<file path="config.mk">
export PLATFORM = sky130hd
export DESIGN_NAME = dec_result_fmt
export DESIGN_NICKNAME = d
export VERILOG_FILES = /design/src/rtl/fmt_pkg.sv /design/src/rtl/fmt_control.sv /design/src/rtl/fmt_datapath.sv /design/src/rtl/dec_result_fmt.sv
export SDC_FILE = /design/constraint.sdc
export NUM_CORES = 1
export LEC_CHECK = 0
export ABC_CLOCK_PERIOD_IN_PS = 3920
export CORE_ASPECT_RATIO = 0.75
export CORE_MARGIN = 2
export CORE_UTILIZATION = 39
export CTS_CLUSTER_DIAMETER = 50
export DETAILED_ROUTE_END_ITERATION = 12
export DONT_BUFFER_PORTS = 1
export PLACE_DENSITY = 0.5
export SLEW_MARGIN = 20
export SYNTH_ARGS = -nofsm -noshare
export SYNTH_HDL_FRONTEND = slang
export SYNTH_SLANG_ARGS = --single-unit
export TNS_END_PERCENT = 30
</file>
<file path="constraint.sdc">
create_clock -name clk -period 3.92 [get_ports clk]
set_input_delay 0.196 -clock clk [delete_from_list [all_inputs] [get_ports clk]]
set_output_delay 0.196 -clock clk [all_outputs]
set_load 0.02 [all_outputs]
</file>
<file path="src/rtl/fmt_pkg.sv">
package fmt_pkg;
  localparam int DIGITS = 3;

  typedef enum logic {
    ST_IDLE = 1'b0,
    ST_RUN  = 1'b1
  } fmt_state_e;

  typedef struct packed {
    logic load;
    logic shift;
  } fmt_ctrl_t;
endpackage

</file>
<file path="src/rtl/fmt_control.sv">
module fmt_control
  import fmt_pkg::*;
#(
  parameter int DATA_W = 32
) (
  input  logic      clk,
  input  logic      rst,
  input  logic      start,
  output fmt_ctrl_t ctl,
  output logic      done
);
  localparam int CNT_W = $clog2(DATA_W);
  localparam logic [CNT_W-1:0] LAST = CNT_W'(DATA_W - 1);

  fmt_state_e state;
  logic [CNT_W-1:0] stepCnt;

  always_comb begin
    ctl.load  = (state == ST_IDLE) && start;
    ctl.shift = (state == ST_RUN);
  end

  always_ff @(posedge clk) begin
    if (rst) begin
      state   <= ST_IDLE;
      stepCnt <= '0;
      done    <= 1'b0;
    end else begin
      done <= 1'b0;
      case (state)
        ST_IDLE: begin
          if (start) begin
            state   <= ST_RUN;
            stepCnt <= '0;
          end
        end
        ST_RUN: begin
          stepCnt <= stepCnt + 1'b1;
          if (stepCnt == LAST) begin
            state <= ST_IDLE;
            done  <= 1'b1;
          end
        end
        default: state <= ST_IDLE;
      endcase
    end
  end

  // One-cycle completion strobe
  assert_done_pulse_R5: assert property (@(posedge clk) disable iff (rst)
    done |=> !done);
endmodule

</file>
<file path="src/rtl/fmt_datapath.sv">
module fmt_datapath
  import fmt_pkg::*;
#(
  parameter int DATA_W = 32
) (
  input  logic                    clk,
  input  logic                    rst,
  input  fmt_ctrl_t               ctl,
  input  logic                    signedMode,
  input  logic [DATA_W-1:0]       valueIn,
  output logic                    signNeg,
  output logic [DIGITS-1:0][3:0]  bcd
);
  logic [DATA_W-1:0] shReg;
  logic [DATA_W-1:0] magnitude;
  logic              isNeg;
  logic [DIGITS-1:0][3:0] adj;
  logic [DIGITS-1:0][3:0] bcdNext;

  always_comb begin
    isNeg     = signedMode && valueIn[DATA_W-1];
    magnitude = isNeg ? (~valueIn + 1'b1) : valueIn;
  end

  for (genvar i = 0; i < DIGITS; i++) begin : g_digit
    logic carryIn;
    always_comb begin
      adj[i] = (bcd[i] >= 4'd5) ? bcd[i] + 4'd3 : bcd[i];
    end
    if (i == 0) begin : g_low
      always_comb carryIn = shReg[DATA_W-1];
    end else begin : g_high
      always_comb carryIn = adj[i-1][3];
    end
    always_comb bcdNext[i] = {adj[i][2:0], carryIn};

    assert_bcd_range_R10: assert property (@(posedge clk) disable iff (rst)
      bcd[i] <= 4'd9);
  end

  always_ff @(posedge clk) begin
    if (rst) begin
      shReg   <= '0;
      bcd     <= '0;
      signNeg <= 1'b0;
    end else if (ctl.load) begin
      shReg   <= magnitude;
      bcd     <= '0;
      signNeg <= isNeg;
    end else if (ctl.shift) begin
      shReg <= shReg << 1;
      bcd   <= bcdNext;
    end
  end

  // Sign captured at load must not drift during the run
  assert_sign_stable_R7: assert property (@(posedge clk) disable iff (rst)
    ctl.shift |=> $stable(signNeg));

  // Result frozen while idle
  assert_hold_idle_R6: assert property (@(posedge clk) disable iff (rst)
    (!ctl.load && !ctl.shift) |=> $stable(bcd));
endmodule

</file>
<file path="src/rtl/dec_result_fmt.sv">
module dec_result_fmt
  import fmt_pkg::*;
#(
  parameter int DATA_W = 32
) (
  input  logic              clk,
  input  logic              rst,
  input  logic              start,
  input  logic              signedMode,
  input  logic [DATA_W-1:0] valueIn,
  output logic              signNeg,
  output logic [3:0]        hundredsDigit,
  output logic [3:0]        tensDigit,
  output logic [3:0]        onesDigit,
  output logic              blankHundreds,
  output logic              blankTens,
  output logic              done
);
  fmt_ctrl_t ctl;
  logic [DIGITS-1:0][3:0] bcd;

  fmt_control #(.DATA_W(DATA_W)) u_control (
    .clk   (clk),
    .rst   (rst),
    .start (start),
    .ctl   (ctl),
    .done  (done)
  );

  fmt_datapath #(.DATA_W(DATA_W)) u_datapath (
    .clk        (clk),
    .rst        (rst),
    .ctl        (ctl),
    .signedMode (signedMode),
    .valueIn    (valueIn),
    .signNeg    (signNeg),
    .bcd        (bcd)
  );

  always_comb begin
    onesDigit     = bcd[0];
    tensDigit     = bcd[1];
    hundredsDigit = bcd[2];
    blankHundreds = (bcd[2] == 4'd0);
    blankTens     = (bcd[2] == 4'd0) && (bcd[1] == 4'd0);
  end
endmodule

</file>
==> impl_metrics.py <==
metrics = {
    "timing": {
        "setup_violations": 0,
        "setup_tns_ns": 0,
        "worstMarginPinSlew_ns": 0.906,
        "maxSlewViolCount": 0,
        "fin_crit_sh_pct": 57.7,
        "fin_skew_ns": 0.00676,
        "timing.final.ws_setup_ns": 1.66,
        "relSlewSlack_pct": 39.6,
        "timing.fmax_mhz": 442,
        "hold_viol": 0,
        "grt_setup_unrepaired": "false",
        "fin_crit_ns": 2.26,
    },
    "placement": {
        "post-place-ws_ns": 1.70,
        "dp_hpwl_um": 5090,
        "numPortBuffers": 0,
        "dpl.cell_count": 473,
        "place_congestion": 0.801,
    },
    "worst_setup_path": {
        "path_cells": "inv_1 > ha_1 > nor3b_1 > and3_1",
        "cp_top_family": "simple AND/OR/NAND/NOR gates",
        "crit_buf_inv": 1,
        "cp-end-kind": "output port",
        "crit_type": "flop to output port",
        "max_stage_delay_ns": 0.66,
        "startpoint_type": "flop",
        "cp_slowest_cell": "nor3b_1",
        "worstPathMaxFanout": 5,
        "critPathRequiredTime_ns": 3.72,
        "crit_arrival_ns": 2.07,
    },
    "cts": {
        "clock_path_buffers": 2,
        "cts_root_buf": "clkbuf_8",
        "cts_buffers": 5,
        "clkTransAtPathRegs_ns": 0.09,
        "clk_latency_ns": 0.30,
        "tritoncts": "done",
        "cts.htree.levels": 2,
        "clock_sink_count": 52,
    },
    "power_and_ir_drop": {
        "ir_drop_uv": 127,
        "pwr-share-comb_pct": 15.5,
        "p_leak_nw": 1.10,
        "switching_share_pct": 26.8,
        "p_int_mw": 0.742,
        "netSwitchingPower_mw": 0.271,
        "power_density_nw_per_um2": 308,
        "power.share.clock_pct": 28.1,
        "pwr-share-seq_pct": 56.3,
    },
    "floorplanning": {
        "ios": 52,
        "num_rows": 28,
        "die_area_um2": 8850,
        "start_util_pct": 40.1,
        "die_y_um": 82.0,
        "dieWidth_um": 108,
        "core_um2": 7880,
    },
    "routing": {
        "drcViolationCount": 0,
        "routed_wl_um": 7650,
        "routedLengthMet1_um": 4130,
        "wire_per_inst_um": 15.8,
        "routed-wl-met3_um": 533,
        "dr_total_vias": 2747,
        "top_layer_used": "met4",
        "drt_iter0_drc": 221,
        "dr.pass1.iters": 4,
        "final_antenna_net_count": 0,
        "viasPerCell": 5.69,
        "route.met2.wl_um": 2910,
    },
    "outcome": {
        "run_status": "finished, final reports clean",
    },
    "global_routing": {
        "grt_start_max_net_pins": 96,
        "first_global_vias": 2506,
        "antenna_found_initial": 0,
        "grt_pass1_wl_um": 12500,
        "gr-total-overflow": 0,
        "grt_usage_pct": 17.9,
    },
    "logic_synthesis": {
        "ys.warnings.count": 0,
        "async_flop_share_pct": 0,
        "synthesis.nets": 444,
        "synthDistinctLibCells": 43,
        "yosysTopAreaCell": "dfxtp_1",
        "ys_seq_elements": 52,
        "syn_avg_cell_area_um2": 7.95,
        "synth_edf_count": 0,
        "synth_top_area_share_pct": 32.9,
        "postSynthCellCount": 398,
        "synth_area_leaders": "dfxtp_1 (33%), xnor2_1 (8.0%), a21oi_1 (7.6%)",
        "netlist_area_um2": 3160,
        "synth-seq-area-share_pct": 32.9,
        "synth_flop_cell": "dfxtp_1",
    },
    "cells_and_area": {
        "multiInputGateArea_um2": 1960,
        "nNetsFinal": 426,
        "antenna_cells": 0,
        "register_area_um2": 1040,
        "layout-drive-gt1-share_pct": 3.17,
        "fill_cells": 818,
        "final-instance-count-excl-fill": 483,
        "areaGrowthSynthToFinish_pct": 4.23,
    },
    "job": {
        "cap_violations": 0,
    },
    "hold_path": {
        "hold_path.class": "input port to flop",
    },
}
-- per-layer routing --
| metal | GRT usage (%) | up-vias |
|---|---|---|
| met5 | 0 | - |
| met4 | 5.00 | 0 |
| met3 | 4.05 | 8 |
| met2 | 25.3 | 82 |
| met1 | 26.8 | 1258 |
| li1 | - | 1399 |
-- area by class of cell --
class / instances / area share [%]
clock buffers: 5 / 2.09
well taps: 105 / 3.98
repair buffers: 6 / 1.75
flip-flops and latches: 52 / 31.6
inverters: 11 / 1.25
multi-input cells: 304 / 59.3
-- repair_timing --
item,CTS,global route
buffers inserted,0,0
endpoints found under the hold margin,21,2
resized for setup,0,0
hold buffers,4,1
-- through the flow --
step | instance area [µm²] | total power, mW | utilization [%] | hold slack (ns)
floorplan | 3160 | 0.716 | - | 0.305
global placement | 3180 | 0.729 | 40.3 | 0.278
global route | 3300 | 1.07 | 41.8 | 0.0456
finish | 3300 | 1.01 | 41.8 | 0.0411
CTS | 3290 | 1.03 | 41.7 | 0.00572
detailed placement | 3180 | 0.730 | 40.3 | 0.276
-- placed cells by master (no fill, tap or decap), types with 3 or more instances in the layout --
cell	Yosys	layout
nor2_1	43	43
a41oi_1	3	3
o21ai_0	12	12
nand2b_1	8	8
a31oi_1	7	7
xor2_1	4	4
o221ai_1	3	3
nand2_1	19	19
dfxtp_1	52	51
o211ai_1	3	3
a21oi_1	48	48
nor4_1	7	7
clkbuf_8	0	5
or3_1	4	4
a311oi_1	3	3
nand3_1	7	7
ha_1	10	10
xnor2_1	29	29
a211o_1	3	3
or4_1	3	3
dlygate4sd3_1	0	5
o22ai_1	18	18
nor3b_1	24	24
nand3b_1	4	4
nor3_1	10	10
inv_1	11	11
mux2i_1	9	9
-- cell usage after synthesis, types with 2 or more instances --
library cell	number
dfxtp_1	52
a21oi_1	48
nor2_1	43
xnor2_1	29
clkbuf_1	24
nor3b_1	24
nand2_1	19
o22ai_1	18
o21ai_0	12
inv_1	11
ha_1	10
nor3_1	10
mux2i_1	9
nand2b_1	8
a31oi_1	7
nand3_1	7
nor4_1	7
buf_1	5
nand3b_1	4
or3_1	4
xor2_1	4
a211o_1	3
a311oi_1	3
a41oi_1	3
o211ai_1	3
o221ai_1	3
or4_1	3
a211oi_1	2
a21o_1	2
and2_1	2
and3_1	2
nand4_1	2
nor2b_1	2
nor4_4	2
o41ai_1	2
or2_2	2
-- worst paths after layout --
kind	start	slack, ns	cells past startpoint	endpoint
setup / recovery	u_datapath.bcd[8]	1.66	4	blankTens
hold / removal	rst	0.04	1	u_datapath.shReg[5]
setup reg to reg	u_datapath.bcd[5]	2.29	7	u_datapath.bcd[5]
hold reg to reg	u_datapath.shReg[3]	0.47	2	u_datapath.shReg[4]
-- flip-flops by register name, indices dropped and copies added, names as in the netlist --
signal	flops
u_datapath.shReg	32
u_control.stepCnt	5
u_control.state	1
u_datapath.bcd	12
u_datapath.signNeg	1
u_control.done	1
-- cells by family after synthesis --
family / synth area share [%]
simple gates: 24.8
compound gates: 21.1
flops: 32.9
buf+inv: 5.26
xor+xnor: 9.14
fa+ha+maj: 3.96
mux: 2.85
-- power groups by stage --
stage	Combinational [mW]	Sequential, mW	Clock (mW)
after global placement	0.146	0.583	0
after CTS	0.157	0.571	0.299
after detailed placement	0.147	0.583	0
after global routing	0.177	0.575	0.321
after floorplan	0.137	0.579	0
final	0.158	0.571	0.285
Note: power is estimated with default switching activity, not from simulation.
